**src/rtl/gate_interlock_pkg.sv**
```systemverilog
package gate_interlock_pkg;

  typedef struct packed {
    logic hs;
    logic ls;
    logic sup;
    logic hot;
    logic cool;
  } in_vec_t;

  function automatic int cnt_w(input int lim);
    return (lim < 1) ? 1 : $clog2(lim + 1);
  endfunction

endpackage

```
**src/rtl/gi_sync.sv**
```systemverilog
module gi_sync #(
  parameter int W = 1
) (
  input  logic         clk_i,
  input  logic         rst_ni,
  input  logic [W-1:0] d_i,
  output logic [W-1:0] q_o
);
  logic [W-1:0] meta_q, sync_q;

  always_ff @(posedge clk_i or negedge rst_ni) begin
    if (!rst_ni) begin
      meta_q <= '0;
      sync_q <= '0;
    end else begin
      meta_q <= d_i;
      sync_q <= meta_q;
    end
  end

  assign q_o = sync_q;
endmodule

```
**src/rtl/gi_hs_filter.sv**
```systemverilog
// Min on-time qualification and min off-time re-arm lockout for the high side.
module gi_hs_filter
  import gate_interlock_pkg::*;
#(
  parameter int MIN_ON  = 12,
  parameter int MIN_OFF = 17
) (
  input  logic clk_i,
  input  logic rst_ni,
  input  logic in_i,
  output logic qual_o
);
  localparam int ON_W  = cnt_w(MIN_ON);
  localparam int OFF_W = cnt_w(MIN_OFF);
  localparam logic [ON_W-1:0]  ON_LIM  = ON_W'(MIN_ON - 1);
  localparam logic [OFF_W-1:0] OFF_LIM = OFF_W'(MIN_OFF);

  logic [ON_W-1:0]  on_cnt_q;
  logic [OFF_W-1:0] off_cnt_q;
  logic             qual_q;
  logic             rearm_ok;

  assign rearm_ok = (on_cnt_q >= ON_LIM) && (off_cnt_q >= OFF_LIM);
  assign qual_o   = in_i && (qual_q || rearm_ok);

  always_ff @(posedge clk_i or negedge rst_ni) begin
    if (!rst_ni) begin
      on_cnt_q  <= '0;
      off_cnt_q <= OFF_LIM;
      qual_q    <= 1'b0;
    end else begin
      qual_q <= qual_o;
      if (!in_i)                  on_cnt_q <= '0;
      else if (on_cnt_q < ON_LIM) on_cnt_q <= on_cnt_q + 1'b1;
      if (qual_o)                    off_cnt_q <= '0;
      else if (off_cnt_q < OFF_LIM)  off_cnt_q <= off_cnt_q + 1'b1;
    end
  end

  // a qualified rise needs the command high in the previous cycle
  a_r4_rise_needs_cmd: assert property (@(posedge clk_i) disable iff (!rst_ni)
    $rose(qual_o) |-> $past(in_i));

  // a qualified fall is followed by at least one more low cycle
  a_r5_off_hold: assert property (@(posedge clk_i) disable iff (!rst_ni)
    $fell(qual_o) |=> !qual_o);
endmodule

```
**src/rtl/gi_overlap_watch.sv**
```systemverilog
module gi_overlap_watch
  import gate_interlock_pkg::*;
#(
  parameter int OVL = 30
) (
  input  logic clk_i,
  input  logic rst_ni,
  input  logic hs_i,
  input  logic ls_i,
  output logic cut_o
);
  localparam int CW = cnt_w(OVL);
  localparam logic [CW-1:0] LIM = CW'(OVL);

  logic [CW-1:0] cnt_q;
  logic          both;

  assign both  = hs_i && ls_i;
  assign cut_o = both && (cnt_q == LIM);

  always_ff @(posedge clk_i or negedge rst_ni) begin
    if (!rst_ni)          cnt_q <= '0;
    else if (!both)       cnt_q <= '0;
    else if (cnt_q < LIM) cnt_q <= cnt_q + 1'b1;
  end

  a_r7_cnt_saturates: assert property (@(posedge clk_i) disable iff (!rst_ni)
    cnt_q <= LIM);

  a_r6_cut_after_overlap: assert property (@(posedge clk_i) disable iff (!rst_ni)
    cut_o |-> $past(both));
endmodule

```
**src/rtl/gi_temp_latch.sv**
```systemverilog
module gi_temp_latch (
  input  logic clk_i,
  input  logic rst_ni,
  input  logic hot_i,
  input  logic cool_i,
  output logic hot_o
);
  logic hot_q;

  always_ff @(posedge clk_i or negedge rst_ni) begin
    if (!rst_ni)     hot_q <= 1'b0;
    else if (hot_i)  hot_q <= 1'b1;
    else if (cool_i) hot_q <= 1'b0;
  end

  assign hot_o = hot_q;

  a_r9_latch_holds: assert property (@(posedge clk_i) disable iff (!rst_ni)
    hot_q && !cool_i |=> hot_q);
endmodule

```
**src/rtl/gate_interlock.sv**
```systemverilog
module gate_interlock
  import gate_interlock_pkg::*;
#(
  parameter int MIN_ON_CYC  = 12,
  parameter int MIN_OFF_CYC = 17,
  parameter int OVL_CYC     = 30
) (
  input  logic clk_i,
  input  logic rst_ni,
  input  logic hs_cmd_i,
  input  logic ls_cmd_i,
  input  logic supply_ok_i,
  input  logic temp_hot_i,
  input  logic temp_cool_i,
  input  logic fault_clr_i,
  output logic hs_gate_o,
  output logic ls_gate_o,
  output logic ovl_fault_o
);
  localparam int SW = $bits(in_vec_t);

  in_vec_t raw, syn;
  logic    hs_qual, cut, hot;
  logic    hs_gate_q, ls_gate_q, fault_q;

  assign raw = '{hs: hs_cmd_i, ls: ls_cmd_i, sup: supply_ok_i,
                 hot: temp_hot_i, cool: temp_cool_i};

  gi_sync #(.W(SW)) u_sync (
    .clk_i (clk_i),
    .rst_ni(rst_ni),
    .d_i   (raw),
    .q_o   (syn)
  );

  gi_hs_filter #(.MIN_ON(MIN_ON_CYC), .MIN_OFF(MIN_OFF_CYC)) u_filter (
    .clk_i (clk_i),
    .rst_ni(rst_ni),
    .in_i  (syn.hs),
    .qual_o(hs_qual)
  );

  gi_overlap_watch #(.OVL(OVL_CYC)) u_ovl (
    .clk_i (clk_i),
    .rst_ni(rst_ni),
    .hs_i  (syn.hs),
    .ls_i  (syn.ls),
    .cut_o (cut)
  );

  gi_temp_latch u_temp (
    .clk_i (clk_i),
    .rst_ni(rst_ni),
    .hot_i (syn.hot),
    .cool_i(syn.cool),
    .hot_o (hot)
  );

  always_ff @(posedge clk_i or negedge rst_ni) begin
    if (!rst_ni) begin
      hs_gate_q <= 1'b0;
      ls_gate_q <= 1'b0;
      fault_q   <= 1'b0;
    end else begin
      hs_gate_q <= syn.sup && !hot && !cut && hs_qual;
      ls_gate_q <= syn.sup && syn.ls;
      if (cut)              fault_q <= 1'b1;  // set wins over clear
      else if (fault_clr_i) fault_q <= 1'b0;
    end
  end

  assign hs_gate_o   = hs_gate_q;
  assign ls_gate_o   = ls_gate_q;
  assign ovl_fault_o = fault_q;

  a_r8_no_supply_no_gate: assert property (@(posedge clk_i) disable iff (!rst_ni)
    !syn.sup |=> !hs_gate_q && !ls_gate_q);

  a_r6_cut_blocks_hs: assert property (@(posedge clk_i) disable iff (!rst_ni)
    cut |=> !hs_gate_q);

  a_r10_fault_sticky: assert property (@(posedge clk_i) disable iff (!rst_ni)
    fault_q && !fault_clr_i |=> fault_q);
endmodule

```
**config.mk**
```make
export PLATFORM = sky130hd
export DESIGN_NAME = gate_interlock
export DESIGN_NICKNAME = d
export VERILOG_FILES = /design/src/rtl/gate_interlock_pkg.sv /design/src/rtl/gi_sync.sv /design/src/rtl/gi_hs_filter.sv /design/src/rtl/gi_overlap_watch.sv /design/src/rtl/gi_temp_latch.sv /design/src/rtl/gate_interlock.sv
export SDC_FILE = /design/constraint.sdc
export NUM_CORES = 1
export LEC_CHECK = 0
export BUFFER_PORTS_ARGS = -buffer_cell sky130_fd_sc_hd__buf_4
export CAP_MARGIN = 20
export CORE_ASPECT_RATIO = 1.5
export CORE_MARGIN = 2
export CORE_UTILIZATION = 25
export DETAILED_ROUTE_END_ITERATION = 8
export REMOVE_ABC_BUFFERS = 1
export SYNTH_ARGS = -nofsm -noshare
export SYNTH_HDL_FRONTEND = slang
export SYNTH_SLANG_ARGS = --single-unit
```
**constraint.sdc**
```tcl
create_clock -name clk_i -period 1.9 [get_ports clk_i]
set_input_delay 0.285 -clock clk_i [delete_from_list [all_inputs] [get_ports clk_i]]
set_output_delay 0.285 -clock clk_i [all_outputs]
set_load 0.02 [all_outputs]
```
==> results.cfg <==
[outcome]
status = finished clean

[placement]
hpwl_mm = 1.341
placed_cell_area_um2 = 1338
port_buffers = 10
numPlacedInstances = 166
gp_congestion = 0.7168

[finish]
areaGrowthSynthToFinish_pct = 23.42
fin_cells = 175
drive_gt1_share_pct = 24.32
final_area_um2 = 1464
fill_cells = 450
nets = 123
n_antenna_cell = 0
utilization_pct = 32.23

[yosys]
synth_top_cells_by_count = 27 x dfrtp_1, 6 x nor3_1, 5 x a31oi_1, 5 x ha_1, 5 x inv_1
yosysWarnings = 0
yosysUniqueCellTypes = 37
ys_ff_latch = 29
synthArstFlopShare_pct = 100.0
synth.most_common_cell = dfrtp_1
synthTopCellsByArea = dfrtp_1 57%, ha_1 5.3%, dfstp_2 4.4%
postSynthAreaPerCell_um2 = 12.75
syn_inst = 93
yosys.area.top_type = dfrtp_1
netlist.area_leader.share_pct = 56.96
synth_edf_count = 0
synthFlopType = dfrtp_1
ys_seq_area_share_pct = 61.39
syn-cell-area_um2 = 1186

[worst_setup_path]
slowest_delay_ps = 620
start_kind = flip-flop
worstSetupPathType = reg -> reg
cp_max_fo = 8
crit_required_ps = 2050
cp_cell_sequence = ha_1 -> nor2_2 -> a211oi_4 -> nor4_1
path_delay_family = flip-flops
crit_slowest_cell = dfstp_2
cp.arrival_ps = 1650
worst-path-buf-inv = 0
crit_path_end_kind = flip-flop

[grt]
grt-ovfl-total = 0
track_usage_pct = 9.304
grt_pass1_wl_mm = 3.567
grt_start_max_net_pins = 30
antenna_found_initial = 0
grt_pass1_vias = 829

[die]
initial_utilization_pct = 26.12
die_h_um = 88.36
top_level_ports = 11
die_w_um = 60.24
dieArea_um2 = 5323
core_area_um2 = 4542
fp-row-count = 30

[cts]
cts_tree = done
cts.htree.levels = 2
worst_skew_pair.late_latency_ps = 280
cts_resized = 0
numCtsBuffers = 5
path_clk_slew_ps = 60
cts-root-buf = clkbuf_8
clock-sinks = 29
clock_path_buffers = 2

[sta]
tightest_slew_ps = 357.9
min_period_ps = 1499
setup_tns_ps = 0
rsz0062_at_grt = no
fmax_mhz = 667.3
hold_viol_final = 0
skew_ps = 6.669
setup_violations = 0
slew_viol_final = 0
slew_headroom_pct = 76.07
fin_crit_sh_pct = 78.87

[min_path]
hold_class = in -> reg

[detailed_routing]
avgRoutedWirePerCell_um = 10.73
drc = 0
routed_via_density = 4.411
wl_mm = 1.877
ant_nets = 0
drtIter0Drc = 26
via_count = 772
drt-pass1-iter-count = 4

[pwr]
power.total_mw = 1.503
p_leak_nw = 0.6718
max-vdd-ir-drop_mv = 0.5271
p_per_area_nw_per_um2 = 1027

[job]
drv_cap = 0
metal layers:
layer  up-vias  routed length [µm]  part of all wire [%]  GRT usage (%)
met5         -                   0                     0              0
met4         0                  57                   3.0          5.657
met3         8                 115                   6.1          4.094
met2        15                 950                    51          14.62
met1       385                 754                    40          10.14
li1        364                   -                     -              -
where the power goes:
part,internal [mW],switching [mW]
sequential,0.660,0.0535
clock,0.427,0.218
combinational,0.0733,0.0722
final timing paths:
path | end | startpoint | cells past startpoint | slack [ps]
max | u_filter.off_cnt_q[2]$_DFFE_PN0P_ | u_filter.off_cnt_q[0]$_DFFE_PN1P_ | 4 | 400
min | u_sync.meta_q[1]$_DFF_PN0_ | temp_hot_i | 1 | 110
max reg2reg | u_filter.off_cnt_q[2]$_DFFE_PN0P_ | u_filter.off_cnt_q[0]$_DFFE_PN1P_ | 4 | 400
min reg2reg | u_sync.q_o[1]$_DFF_PN0_ | u_sync.meta_q[1]$_DFF_PN0_ | 0 | 350
max in group asynchronous | u_filter.off_cnt_q[0]$_DFFE_PN1P_ | rst_ni | 2 | 1140
min in group asynchronous | u_ovl.cnt_q[0]$_DFFE_PN0P_ | rst_ni | 2 | 460
cell type report:
type / instances / area, µm² / area share (%)
sequential: 29 / 728.2 / 49.74
multi-input combinational: 58 / 435.4 / 29.74
clock buffer: 7 / 86.33 / 5.897
timing repair buffer: 11 / 85.08 / 5.812
tap: 64 / 80.08 / 5.470
clock inverter: 1 / 30.03 / 2.051
inverter: 5 / 18.77 / 1.282
flip-flops by register name, indices dropped and copies added, names as in the netlist:
| register | count |
|---|---|
| hs_gate_o | 1 |
| ls_gate_o | 1 |
| ovl_fault_o | 1 |
| u_filter.off_cnt_q | 5 |
| u_filter.on_cnt_q | 4 |
| u_filter.qual_q | 1 |
| u_ovl.cnt_q | 5 |
| u_sync.meta_q | 5 |
| u_sync.q_o | 5 |
| u_temp.hot_o | 1 |
cell usage in the layout, fill, tap and decap left out, types with 2 or more instances in the layout:
cell type | netlist | routed
dfrtp_1 | 27 | 27
buf_4 | 0 | 10
nor3_1 | 6 | 6
clkbuf_8 | 0 | 6
inv_1 | 5 | 5
a31oi_1 | 5 | 5
ha_1 | 5 | 5
nand2_1 | 3 | 3
and2_1 | 3 | 3
nor2b_1 | 3 | 3
nor2_1 | 3 | 3
nand4_1 | 2 | 2
a21oi_1 | 2 | 2
xnor2_1 | 2 | 2
xor2_1 | 2 | 2
dfstp_2 | 2 | 2
kinds of logic after synthesis:
kind of cell / share of synthesized area [%]
compound gates: 12.55
xor+xnor: 2.954
fa+ha+maj: 5.274
buf+inv: 1.899
flops: 61.39
mux: 0.8439
simple gates: 15.09
through the flow:
step / setup slack, ps / hold WS [ps]
CTS: 410.7 / 98.22
finish: 401.4 / 108.5
global route: 317.0 / 97.01
detailed placement: 421.4 / 226.5
global placement: 438.7 / 218.6
floorplan: 537.4 / -10.59
worst register-to-register path, cell delays in order (launching register included):
cell and delay [ps]:
dfstp_2 620, ha_1 190, nor2_2 50, a211oi_4 380
nor4_1 120
what timing repair did:
item / CTS / global route
hold endpoints to repair: 27 / 0
setup buffers: 0 / 0
hold buffers: 1 / 0
Note: power is estimated with default switching activity, not from simulation.
